===== config.mk =====
export PLATFORM = sky130hd
export DESIGN_NAME = ssr_slave
export DESIGN_NICKNAME = d
export VERILOG_FILES = /design/src/rtl/ssr_pkg.sv /design/src/rtl/ssr_sync.sv /design/src/rtl/ssr_serial_if.sv /design/src/rtl/ssr_regfile.sv /design/src/rtl/ssr_slave.sv
export SDC_FILE = /design/constraint.sdc
export NUM_CORES = 1
export LEC_CHECK = 0
export BUFFER_PORTS_ARGS = -buffer_cell sky130_fd_sc_hd__clkbuf_2
export CORE_MARGIN = 3
export CORE_UTILIZATION = 45
export CTS_BUF_LIST = sky130_fd_sc_hd__clkbuf_8
export DETAILED_ROUTE_END_ITERATION = 8
export HOLD_SLACK_MARGIN = 0.03
export SYNTH_ARGS = -nofsm -noshare
export SYNTH_HDL_FRONTEND = slang
export SYNTH_SLANG_ARGS = --single-unit

===== constraint.sdc =====
create_clock -name clk_i -period 2.85 [get_ports clk_i]
set_input_delay 0.1425 -clock clk_i [delete_from_list [all_inputs] [get_ports clk_i]]
set_output_delay 0.1425 -clock clk_i [all_outputs]
set_load 0.005 [all_outputs]

===== src/rtl/ssr_pkg.sv =====
package ssr_pkg;
  localparam int ADDR_W = 8;

  localparam logic [ADDR_W-1:0] ADR_MODE = 8'h00;
  localparam logic [ADDR_W-1:0] ADR_MUX  = 8'h02;
  localparam logic [ADDR_W-1:0] ADR_SW   = 8'h08;
  localparam logic [ADDR_W-1:0] ADR_RST  = 8'h80;
  localparam logic [ADDR_W-1:0] ADR_VER  = 8'hFF;
endpackage


===== src/rtl/ssr_sync.sv =====
module ssr_sync #(
  parameter logic RST_VAL = 1'b0
) (
  input  logic clk_i,
  input  logic rst_ni,
  input  logic d_i,
  output logic q_o
);
  logic [1:0] ff_q;

  always_ff @(posedge clk_i or negedge rst_ni) begin
    if (!rst_ni) ff_q <= {2{RST_VAL}};
    else         ff_q <= {ff_q[0], d_i};
  end

  assign q_o = ff_q[1];
endmodule


===== src/rtl/ssr_serial_if.sv =====
module ssr_serial_if
  import ssr_pkg::*;
#(
  parameter int DATA_W = 32
) (
  input  logic              clk_i,
  input  logic              rst_ni,
  input  logic              sck_s_i,
  input  logic              sdi_s_i,
  input  logic              stb_ns_i,
  input  logic [DATA_W-1:0] rdata_i,
  output logic              wr_en_o,
  output logic [ADDR_W-1:0] addr_o,
  output logic [DATA_W-1:0] wdata_o,
  output logic              sck_rise_o,
  output logic              sck_fall_o,
  output logic              rd_busy_o,
  output logic              sdo_o
);
  localparam int FRAME_W = DATA_W + ADDR_W;
  localparam int LEFT_W  = $clog2(DATA_W + 1);

  logic               sck_d_q;
  logic [FRAME_W-1:0] frame_q;
  logic [DATA_W-1:0]  out_q;
  logic [LEFT_W-1:0]  left_q;
  logic               busy_q;
  logic               pend_q;
  logic               cmd_hit;

  assign sck_rise_o = sck_s_i & ~sck_d_q;
  assign sck_fall_o = ~sck_s_i & sck_d_q;
  assign cmd_hit    = sck_rise_o & ~stb_ns_i;
  assign wr_en_o    = cmd_hit & sdi_s_i;
  assign addr_o     = frame_q[ADDR_W-1:0];
  assign wdata_o    = frame_q[FRAME_W-1:ADDR_W];
  assign rd_busy_o  = busy_q;
  assign sdo_o      = busy_q ? out_q[DATA_W-1] : 1'b1;

  always_ff @(posedge clk_i or negedge rst_ni) begin
    if (!rst_ni) begin
      sck_d_q <= 1'b0;
      frame_q <= '0;
      out_q   <= '1;
      left_q  <= '0;
      busy_q  <= 1'b0;
      pend_q  <= 1'b0;
    end else begin
      sck_d_q <= sck_s_i;
      if (sck_rise_o) begin
        if (stb_ns_i) begin
          frame_q <= {frame_q[FRAME_W-2:0], sdi_s_i};
          if (busy_q) pend_q <= 1'b1;
        end else if (!sdi_s_i) begin
          // load read word; MSB is presented at once
          out_q  <= rdata_i;
          busy_q <= 1'b1;
          left_q <= LEFT_W'(DATA_W);
          pend_q <= 1'b0;
        end
      end else if (sck_fall_o && pend_q) begin
        // advance only after the host has sampled on a rising edge
        out_q  <= {out_q[DATA_W-2:0], 1'b1};
        pend_q <= 1'b0;
        left_q <= left_q - 1'b1;
        if (left_q == LEFT_W'(1)) busy_q <= 1'b0;
      end
    end
  end
endmodule


===== src/rtl/ssr_regfile.sv =====
module ssr_regfile
  import ssr_pkg::*;
#(
  parameter int                DATA_W     = 32,
  parameter int                RST_CYCLES = 16,
  parameter logic [DATA_W-1:0] VERSION    = '0
) (
  input  logic              clk_i,
  input  logic              rst_ni,
  input  logic              wr_en_i,
  input  logic [ADDR_W-1:0] addr_i,
  input  logic [DATA_W-1:0] wdata_i,
  input  logic [DATA_W-1:0] sw_i,
  output logic [DATA_W-1:0] rdata_o,
  output logic              reset_req_o
);
  localparam int CNT_W = $clog2(RST_CYCLES + 1);

  logic [DATA_W-1:0] mode_q, mux_q;
  logic              rst_q;
  logic [CNT_W-1:0]  cnt_q;

  always_ff @(posedge clk_i or negedge rst_ni) begin
    if (!rst_ni) begin
      mode_q <= '0;
      mux_q  <= '0;
      rst_q  <= 1'b0;
      cnt_q  <= '0;
    end else begin
      if (wr_en_i && addr_i == ADR_MODE) mode_q <= wdata_i;
      if (wr_en_i && addr_i == ADR_MUX)  mux_q  <= wdata_i;
      if (rst_q) begin
        cnt_q <= cnt_q + 1'b1;
        if (cnt_q == CNT_W'(RST_CYCLES - 1)) rst_q <= 1'b0;
      end else if (wr_en_i && addr_i == ADR_RST && wdata_i[0]) begin
        rst_q <= 1'b1;
        cnt_q <= '0;
      end
    end
  end

  always_comb begin
    unique case (addr_i)
      ADR_MODE: rdata_o = mode_q;
      ADR_MUX:  rdata_o = mux_q;
      ADR_SW:   rdata_o = sw_i;
      ADR_RST:  rdata_o = {{(DATA_W-1){1'b0}}, rst_q};
      ADR_VER:  rdata_o = VERSION;
      default:  rdata_o = '0;
    endcase
  end

  assign reset_req_o = rst_q;
endmodule


===== src/rtl/ssr_slave.sv =====
module ssr_slave
  import ssr_pkg::*;
#(
  parameter int                DATA_W     = 32,
  parameter int                RST_CYCLES = 16,
  parameter logic [DATA_W-1:0] VERSION    = 32'h0001_0000
) (
  input  logic              clk_i,
  input  logic              rst_ni,
  input  logic              sck_i,
  input  logic              sdi_i,
  input  logic              stb_ni,
  output logic              sdo_o,
  input  logic [DATA_W-1:0] sw_i,
  output logic              reset_req_o
);
  logic              sck_s, sdi_s, stb_ns;
  logic              wr_en, sck_rise, sck_fall, rd_busy;
  logic [ADDR_W-1:0] cmd_addr;
  logic [DATA_W-1:0] cmd_wdata, rdata;

  ssr_sync #(.RST_VAL(1'b0)) u_sync_sck (.clk_i, .rst_ni, .d_i(sck_i),  .q_o(sck_s));
  ssr_sync #(.RST_VAL(1'b0)) u_sync_sdi (.clk_i, .rst_ni, .d_i(sdi_i),  .q_o(sdi_s));
  ssr_sync #(.RST_VAL(1'b1)) u_sync_stb (.clk_i, .rst_ni, .d_i(stb_ni), .q_o(stb_ns));

  ssr_serial_if #(.DATA_W(DATA_W)) u_serial (
    .clk_i, .rst_ni,
    .sck_s_i(sck_s), .sdi_s_i(sdi_s), .stb_ns_i(stb_ns),
    .rdata_i(rdata),
    .wr_en_o(wr_en), .addr_o(cmd_addr), .wdata_o(cmd_wdata),
    .sck_rise_o(sck_rise), .sck_fall_o(sck_fall),
    .rd_busy_o(rd_busy), .sdo_o(sdo_o)
  );

  ssr_regfile #(.DATA_W(DATA_W), .RST_CYCLES(RST_CYCLES), .VERSION(VERSION)) u_regs (
    .clk_i, .rst_ni,
    .wr_en_i(wr_en), .addr_i(cmd_addr), .wdata_i(cmd_wdata),
    .sw_i, .rdata_o(rdata), .reset_req_o
  );
endmodule


==> impl_metrics.yaml, run 1 <==
outcome:
  status: "completed"
clock_network:
  postCtsSetupBuffers: 0
  numCtsBuffers: 17
  clock_sinks: 157
  cts.root.buffer_cell: "clkbuf_8"
  clock_latency_ns: 0.46
  h-tree-depth: 4
  clockBufferDepth: 2
  path_clk_slew_ns: 0.08
  cts_tree: "done"
  cts_resized: 0
route:
  via_count: 4305
  avgRoutedWirePerCell_um: 17.6
  via_per_inst: 5.58
  drt-pass1-iter-count: 4
  routed_wl_mm: 13.6
  drc: 0
  ant_nets: 0
  drt_iter0_drc: 212
worst_setup_path:
  crit_type: "reg -> reg"
  worstReg2RegStart: "u_serial.frame_q[5]"
  r2r_slack_ns: 0.62
  required_ns: 3.18
  crit_fanout: 18
  r2r_cells: 5
  critPathLaunch: "u_serial.frame_q[5]"
  cp-endpoint: "u_regs.mode_q[30]"
  start_kind: "flip-flop"
  end_kind: "flip-flop"
  cp_data_arrival_time_ns: 2.57
  worst_r2r_endpoint: "u_regs.mode_q[30]"
synthesis:
  seq_area_frac_synth: 0.572
  synthArstFlopShare: 1.00
  synth_seq_cells: 157
  synthFlopType: "dfrtp_1"
  synth_edf_count: 0
  avgSynthCellArea_um2: 13.0
  yosysWarningCount: 0
  synth_cells: 533
  yosysUniqueCellTypes: 45
  syn_nets: 574
  syn_area_um2: 6940
pwr:
  leakagePower_nw: 3.67
  ir_drop_uv: 310
  p_per_area_nw_per_um2: 705
finish:
  n_fill_cell: 1289
  syn_to_final_growth_pct: 11.3
  diodes: 0
  drive_gt1_frac: 0.346
  finalNetCount: 615
min_path:
  hold_path_class: "in -> reg"
  min_from: "sw_i[28]"
timing:
  fin_crit_sh: 0.784
  worstMarginPinSlew_ns: 0.964
  rsz0062_at_grt: "false"
  finalHoldWorstSlack_ns: 0.158
  final.min_clock_period_ns: 2.23
  skew_ns: 0.00908
  max_freq_ghz: 0.447
  setup_tns_ns: 0
  slew_violations: 0
  maxSlewHeadroom: 0.354
  setup_viol: 0
  hold_violations: 0
die:
  die_area_um2: 17000
  initial_utilization: 0.469
  row_count: 44
  die_w_um: 130
  die_h_um: 130
  core_area_um2: 14800
  io_pins: 39
global_routing:
  grt_overflow: 0
  grt_usage: 0.175
  grt_pass1_vias: 4586
  grt_antenna_before_repair: 0
  grt_max_degree: 81
  grt_pass1_wl_mm: 23.0
placement:
  hpwl_mm: 8.82
  gp_congestion: 0.771
  numPortBuffers: 38
flow_run:
  max-cap-violations: 0
## kinds of logic after synthesis
kind of cell | share of synthesized area
muxes | 0.218
xor gates and xnor gates | 0.00505
DFF | 0.572
buffers and inverters | 0.0332
and+or+nand+nor | 0.0598
adders and majority gates | 0.00721
AOI/OAI and AO/OA | 0.105
## worst min path at each step
stage,cells after the start,endpoint
after global routing,5,u_serial.out_q[10]
final,5,u_serial.out_q[28]
after CTS,5,u_serial.out_q[28]
after detailed placement,1,u_regs.mode_q[6]
after global placement,1,u_regs.mode_q[6]
after floorplan,0,u_regs.cnt_q[0]
## layer usage
layer | vias to the layer above | part of all wire | track usage
li1 | 2049 | - | -
met1 | 2174 | 0.48 | 0.238
met2 | 67 | 0.47 | 0.274
met3 | 15 | 0.036 | 0.0450
met4 | 0 | 0.015 | 0.0617
met5 | - | 0 | 0
## cell type report
type,instances,area [µm²],share of cell area
Inverter,7,26.3,0.00340
Multi-Input combinational cell,332,2750,0.356
Tap cell,184,230,0.0298
Timing Repair Buffer,59,364,0.0471
Clock inverter,11,91.3,0.0118
Clock buffer,21,289,0.0374
Sequential cell,157,3970,0.514
## metrics by stage
stage	setup WS (ns)	utilization	instances	instance area, µm²	total power, mW
final	0.615	0.522	771	7730	5.45
after detailed placement	0.639	0.493	735	7310	3.93
after global placement	0.679	0.493	735	7310	3.90
after CTS	0.625	0.522	771	7730	5.52
after floorplan	0.839	-	533	6940	3.57
after global routing	0.521	0.522	771	7730	5.76
## critical path, stage by stage (launching register included)
cell	delay, ns
dfrtp_1	0.42
or4_4	0.56
nor4_4	0.26
and2b_1	0.18
buf_4	0.32
mux2_1	0.37
## power by group
group	internal (mW)	total [mW]	switching (mW)
registers	2.58	2.80	0.220
logic	0.446	1.09	0.642
clock network	0.773	1.56	0.788
total	3.80	5.45	1.65
## placed cells by master, fill, tap and decap left out, drive strengths merged, types with 2 or more instances in the layout
master         n
dfrtp        123
mux2         105
clkbuf        58
nor2          38
dfstp         34
mux2i         33
o22ai         32
o2bb2ai       31
a21oi         31
buf           18
nand2         10
inv            7
clkinv         7
o21ai          6
nor4           5
nand4          4
ha             4
dlygate4sd3    4
and3           3
a22o           3
clkinvlp       3
nand2b         2
xnor2          2
xor2           2
or3            2
nand3b         2
a32o           2
nor2b          2
## cell usage after synthesis (2+ instances only)
| library cell | count | area [µm²] |
|---|---|---|
| nand2b_1 | 2 | 12.5 |
| nand3b_1 | 2 | 15.0 |
| nand4_1 | 4 | 25.0 |
| a32o_1 | 2 | 20.0 |
| buf_4 | 4 | 30.0 |
| and3_1 | 3 | 18.8 |
| nor2_1 | 38 | 143 |
| buf_1 | 2 | 7.51 |
| buf_2 | 4 | 20.0 |
| xor2_1 | 2 | 17.5 |
| ha_1 | 4 | 50.1 |
| mux2i_1 | 33 | 330 |
| inv_1 | 7 | 26.3 |
| a21oi_1 | 31 | 155 |
| nand2_1 | 9 | 33.8 |
| mux2_2 | 73 | 822 |
| a22o_1 | 3 | 26.3 |
| dfstp_2 | 34 | 893 |
| o2bb2ai_1 | 31 | 272 |
| xnor2_1 | 2 | 17.5 |
| o22ai_1 | 32 | 200 |
| dfrtp_1 | 123 | 3080 |
| clkbuf_1 | 21 | 78.8 |
| or3_1 | 2 | 12.5 |
| nor2b_1 | 2 | 12.5 |
| o21ai_0 | 6 | 30.0 |
| mux2_1 | 32 | 360 |
| nor4_1 | 3 | 18.8 |
| buf_6 | 6 | 67.6 |
## timing repair
item / in CTS / in global routing
hold endpoints to repair: 53 / 0
endpoints found under the setup margin: 0 / 0
hold buffers: 4 / 0
## registers in the layout, indices dropped and copies added, names as in the netlist
signal / flops
u_sync_stb.ff_q: 2
u_regs.reset_req_o: 1
u_serial.rd_busy_o: 1
u_regs.cnt_q: 5
u_regs.mode_q: 32
u_regs.mux_q: 32
u_sync_sck.ff_q: 2
u_serial.pend_q: 1
u_serial.left_q: 6
u_serial.sck_d_q: 1
u_serial.out_q: 32
u_sync_sdi.ff_q: 2
u_serial.frame_q: 40
No activity file was read; power rests on OpenSTA's default activity.
==> run 2: changes to the inputs <==
==> constraint.sdc (replaced) <==
create_clock -name clk_i -period 2.3 [get_ports clk_i]
set_input_delay 0.115 -clock clk_i [delete_from_list [all_inputs] [get_ports clk_i]]
set_output_delay 0.115 -clock clk_i [all_outputs]
set_load 0.005 [all_outputs]
==> run 2 against run 1 <==
Hold slack got worse by 0.020 ns. Sequential share of layout area decreased by 0.91 points. Maximum frequency increased by 4.5%. Largest power group unchanged. Highest routed layer unchanged.
==> impl_metrics.yaml, run 2 (same netlist as run 1, synthesis figures left out) <==
worst_setup_path:
  cp-endpoint: "u_regs.mode_q[12]"
  critPathLaunch: "u_serial.frame_q[5]"
  worst_r2r_endpoint: "u_regs.mode_q[12]"
  r2r_cells: 5
  crit_fanout: 23
  worstReg2RegStart: "u_serial.frame_q[5]"
  cp_data_arrival_time_ns: 2.47
  end_kind: "flip-flop"
  r2r_slack_ns: 0.16
  start_kind: "flip-flop"
  crit_type: "reg -> reg"
  required_ns: 2.63
timing:
  worst_slack_ns: 0.161
  hold_violations: 0
  maxSlewHeadroom: 0.550
  setup_viol: 0
  worstMarginPinSlew_ns: 0.666
  slew_violations: 0
  skew_ns: 0.0117
  setup_tns_ns: 0
  finalHoldWorstSlack_ns: 0.138
  max_freq_ghz: 0.468
  fin_crit_sh: 0.930
  final.min_clock_period_ns: 2.14
  rsz0062_at_grt: "false"
route:
  drc: 0
  drt-pass1-iter-count: 4
  ant_nets: 0
  via_per_inst: 5.53
  via_count: 4293
  avgRoutedWirePerCell_um: 17.4
  drt_iter0_drc: 193
  routed_wl_mm: 13.5
clock_network:
  clockBufferDepth: 2
  path_clk_slew_ns: 0.09
  cts_resized: 0
  cts.root.buffer_cell: "clkbuf_8"
  clock_latency_ns: 0.45
  h-tree-depth: 4
  cts_tree: "done"
  postCtsSetupBuffers: 0
  ctsHoldBuffers: 4
  clock_sinks: 157
  numCtsBuffers: 17
min_path:
  hold_path_class: "in -> reg"
flow_run:
  max-cap-violations: 0
finish:
  final_common_cell: "dfrtp_1"
  layout_common_cells: "dfrtp_1, mux2_2, nor2_1, clkbuf_2, dfstp_2"
  largest_register_ffs: 40
  n_fill_cell: 1278
  syn_to_final_growth_pct: 13.3
  finalNetCount: 621
  diodes: 0
  top_register: "u_serial.frame_q"
  finalNonFillerCells: 777
  drive_gt1_frac: 0.352
placement:
  dp_cells: 741
  hpwl_mm: 8.77
  pre_cts_slack_ns: 0.175
  gp_congestion: 0.782
  numPortBuffers: 38
outcome:
  status: "completed"
global_routing:
  grt_antenna_before_repair: 0
  grt_max_degree: 66
  grt_pass1_vias: 4533
  grt_pass1_wl_mm: 22.9
  grt_overflow: 0
  grt_usage: 0.174
die:
  initial_utilization: 0.469
  io_pins: 39
  core_area_um2: 14800
  die_h_um: 130
  die_area_um2: 17000
  die_w_um: 130
  row_count: 44
pwr:
  p_per_area_nw_per_um2: 884
  ir_drop_uv: 409
  leakagePower_nw: 3.73
  totalPowerFinal_mw: 6.95
run 2: how the worst min path moves through the flow:
| stage | from | to | slack, ns | cells past startpoint |
|---|---|---|---|---|
| 4_1_cts | sw_i[30] | u_serial.out_q[30] | 0.10 | 5 |
| 5_1_grt | sw_i[20] | u_serial.out_q[20] | 0.16 | 5 |
| 2_1_floorplan | rst_ni | u_regs.cnt_q[0] | -0.18 | 0 |
| 3_3_place_gp | rst_ni | u_serial.frame_q[14] | 0.16 | 1 |
| 3_5_place_dp | rst_ni | u_regs.mode_q[6] | 0.15 | 1 |
| 6_report | sw_i[10] | u_serial.out_q[10] | 0.14 | 5 |
run 2: critical path, cell delays in order (launching register included):
cell and delay (ns):
dfrtp_1 0.42, or4_4 0.56, nor4_4 0.24, and2b_1 0.23, buf_12 0.21, mux2_1 0.34
run 2: through the flow:
| stage | instance area [µm²] | util |
|---|---|---|
| floorplan | 6940 | - |
| global placement | 7410 | 0.501 |
| detailed placement | 7410 | 0.501 |
| CTS | 7870 | 0.531 |
| global route | 7870 | 0.531 |
| finish | 7870 | 0.531 |
run 2: routing by layer:
metal  track usage  up-vias  wire (µm)
met5             0        -          0
met4        0.0550        0        153
met3        0.0463       14        384
met2         0.267       47       6300
met1         0.243     2167       6660
li1              -     2065          -
run 2: final cells by class:
cell class	count	area, µm²	share of cell area
Sequential cell	157	3970	0.505
Multi-Input combinational cell	332	2750	0.350
Timing Repair Buffer	65	472	0.0600
Clock buffer	20	275	0.0350
Tap cell	184	230	0.0293
Clock inverter	12	136	0.0173
Inverter	7	26.3	0.00334
run 2: power breakdown:
part	switching [mW]	internal [mW]
Clock	1.03	1.06
Sequential	0.215	3.19
Combinational	0.866	0.588
==> run 3: changes to the inputs <==
--- a/config.mk
+++ b/config.mk
@@ -13,4 +13,5 @@
 export HOLD_SLACK_MARGIN = 0.03
 export SYNTH_ARGS = -nofsm -noshare
 export SYNTH_HDL_FRONTEND = slang
+export SYNTH_HIERARCHICAL = 1
 export SYNTH_SLANG_ARGS = --single-unit
==> run 3 against run 2 <==
Sequential cell count did not move. First-iteration DRC count fell by 6.2%. Sequential share of layout area fell by 3.0 points. Non-clock buffer count fell by 3. Register-to-register slack got worse by 0.06 ns. Highest routed layer unchanged. Clock skew fell by 0.0019 ns. Worst setup slack got worse by 0.059 ns. Count of clock-buffer cells in the layout fell by 2. Maximum frequency fell by 2.7%. Critical endpoint is now u_regs/mux_q[18].
==> impl_metrics.yaml, run 3 <==
worst_setup_path:
  start_kind: "flip-flop"
  required_ns: 2.63
  cp_cell_sequence: "nand2b_2 -> nor3b_2 -> and3b_1 -> and4_1 -> buf_4 -> mux2_2"
  cp_data_arrival_time_ns: 2.53
  crit_type: "reg -> reg"
  end_kind: "flip-flop"
  cpPeakStageDelay_ns: 0.41
  crit_fanout: 14
  cp_slowest_cell: "dfrtp_1"
synthesis:
  yosysWarningCount: 6
  syn_area_um2: 7460
  avgSynthCellArea_um2: 14.9
  synth_cells: 500
  syn_nets: 541
finish:
  largest_register_ffs: 40
  diodes: 0
  drive_gt1_frac: 0.520
  finalNetCount: 589
  design_area_um2: 8360
  final_common_cell: "dfrtp_1"
  n_fill_cell: 1368
  finalNonFillerCells: 777
  layout_common_cells: "dfrtp_1, mux2_2, mux2_4, clkbuf_2, dfstp_2"
  syn_to_final_growth_pct: 12.2
  top_register: "u_serial/frame_q"
timing:
  worstMarginPinSlew_ns: 0.571
  fin_crit_sh: 0.956
  rsz0062_at_grt: "false"
  hold_violations: 0
  skew_ns: 0.00975
  slew_violations: 0
  final.min_clock_period_ns: 2.20
  max_freq_ghz: 0.455
  maxSlewHeadroom: 0.619
  setup_tns_ns: 0
  setup_viol: 0
die:
  initial_utilization: 0.464
  die_w_um: 135
  die_area_um2: 18100
  core_area_um2: 16100
  row_count: 46
  io_pins: 39
  die_h_um: 135
clock_network:
  path_clk_slew_ns: 0.08
  cts.root.buffer_cell: "clkbuf_8"
  cts_resized: 0
  postCtsSetupBuffers: 0
  ctsHoldBuffers: 4
  clock_latency_ns: 0.45
  clockBufferDepth: 2
  numCtsBuffers: 17
  clock_sinks: 157
  h-tree-depth: 4
  cts_tree: "done"
route:
  ant_nets: 0
  routed_wl_mm: 14.1
  drt_iter0_drc: 181
  via_per_inst: 5.28
  via_count: 4101
  avgRoutedWirePerCell_um: 18.1
  drc: 0
  drt-pass1-iter-count: 6
global_routing:
  grt_usage: 0.167
  grt_antenna_before_repair: 0
  grt_overflow: 0
  grt_max_degree: 58
  grt_pass1_wl_mm: 23.8
  grt_pass1_vias: 4550
pwr:
  p_per_area_nw_per_um2: 795
  leakagePower_nw: 4.01
  ir_drop_uv: 347
placement:
  gp_congestion: 0.828
  postPlaceCellArea_um2: 7910
  hpwl_mm: 8.91
  numPortBuffers: 38
  dp_cells: 741
flow_run:
  max-cap-violations: 0
min_path:
  hold_path_class: "in -> reg"
outcome:
  status: "completed"
==> run 3: cell count changes in the layout (fill, tap and decap cells not counted), moves of 21 or more <==
| cell | delta |
|---|---|
| o22ai_1 | -31 |
| mux2_2 | +34 |
| mux2_1 | -21 |
| a21oi_1 | -30 |
| nor2_1 | -32 |
| mux2_4 | +50 |
==> run 3: worst paths after layout <==
path	startpoint	end	slack, ns	cells after the start
max	u_serial/sck_d_q	u_regs/mux_q[18]	0.10	6
min	sw_i[0]	u_serial/out_q[0]	0.09	4
max reg2reg	u_serial/sck_d_q	u_regs/mux_q[18]	0.10	6
min reg2reg	u_sync_stb/ff_q[0]	u_sync_stb/ff_q[1]	0.36	0
max in group asynchronous	rst_ni	u_serial/out_q[22]	1.34	3
min in group asynchronous	rst_ni	u_serial/left_q[0]	0.20	2
==> run 3: through the flow <==
step           hold WS, ns  total power, mW  utilization  setup slack (ns)
3_3_place_gp         0.122             4.53        0.492             0.214
3_5_place_dp         0.128             4.56        0.492             0.135
5_1_grt             0.0884             7.01        0.521            0.0142
2_1_floorplan       -0.181             4.19            -             0.109
6_report            0.0922             6.65        0.521             0.102
4_1_cts             0.0451             6.74        0.521             0.110
==> run 3: per-layer routing <==
layer | vias to the layer above | global-route usage | part of all wire
li1 | 1949 | - | -
met1 | 2071 | 0.220 | 0.47
met2 | 65 | 0.278 | 0.49
met3 | 16 | 0.0406 | 0.030
met4 | 0 | 0.0458 | 0.012
met5 | - | 0 | 0
==> run 3: power breakdown <==
group / switching, mW / internal, mW / total [mW]
Combinational: 0.548 / 0.609 / 1.16
Sequential: 0.284 / 3.07 / 3.35
Clock: 1.04 / 1.10 / 2.15
Total: 1.87 / 4.78 / 6.65
==> run 3: area by class of cell <==
class | count | area [µm²] | area share
clock buffer | 18 | 248 | 0.0296
tap | 216 | 270 | 0.0323
inverter | 7 | 26.3 | 0.00314
sequential | 157 | 3970 | 0.475
clock inverter | 14 | 169 | 0.0202
timing repair buffer | 62 | 449 | 0.0537
multi-input combinational | 303 | 3230 | 0.386
==> run 3: worst max-delay path: cells and delay by family, from the launching register on <==
family / cells / cell delay (ns)
buf+inv: 1 / 0.28
flops: 1 / 0.41
mux: 1 / 0.37
simple gates: 4 / 1.03
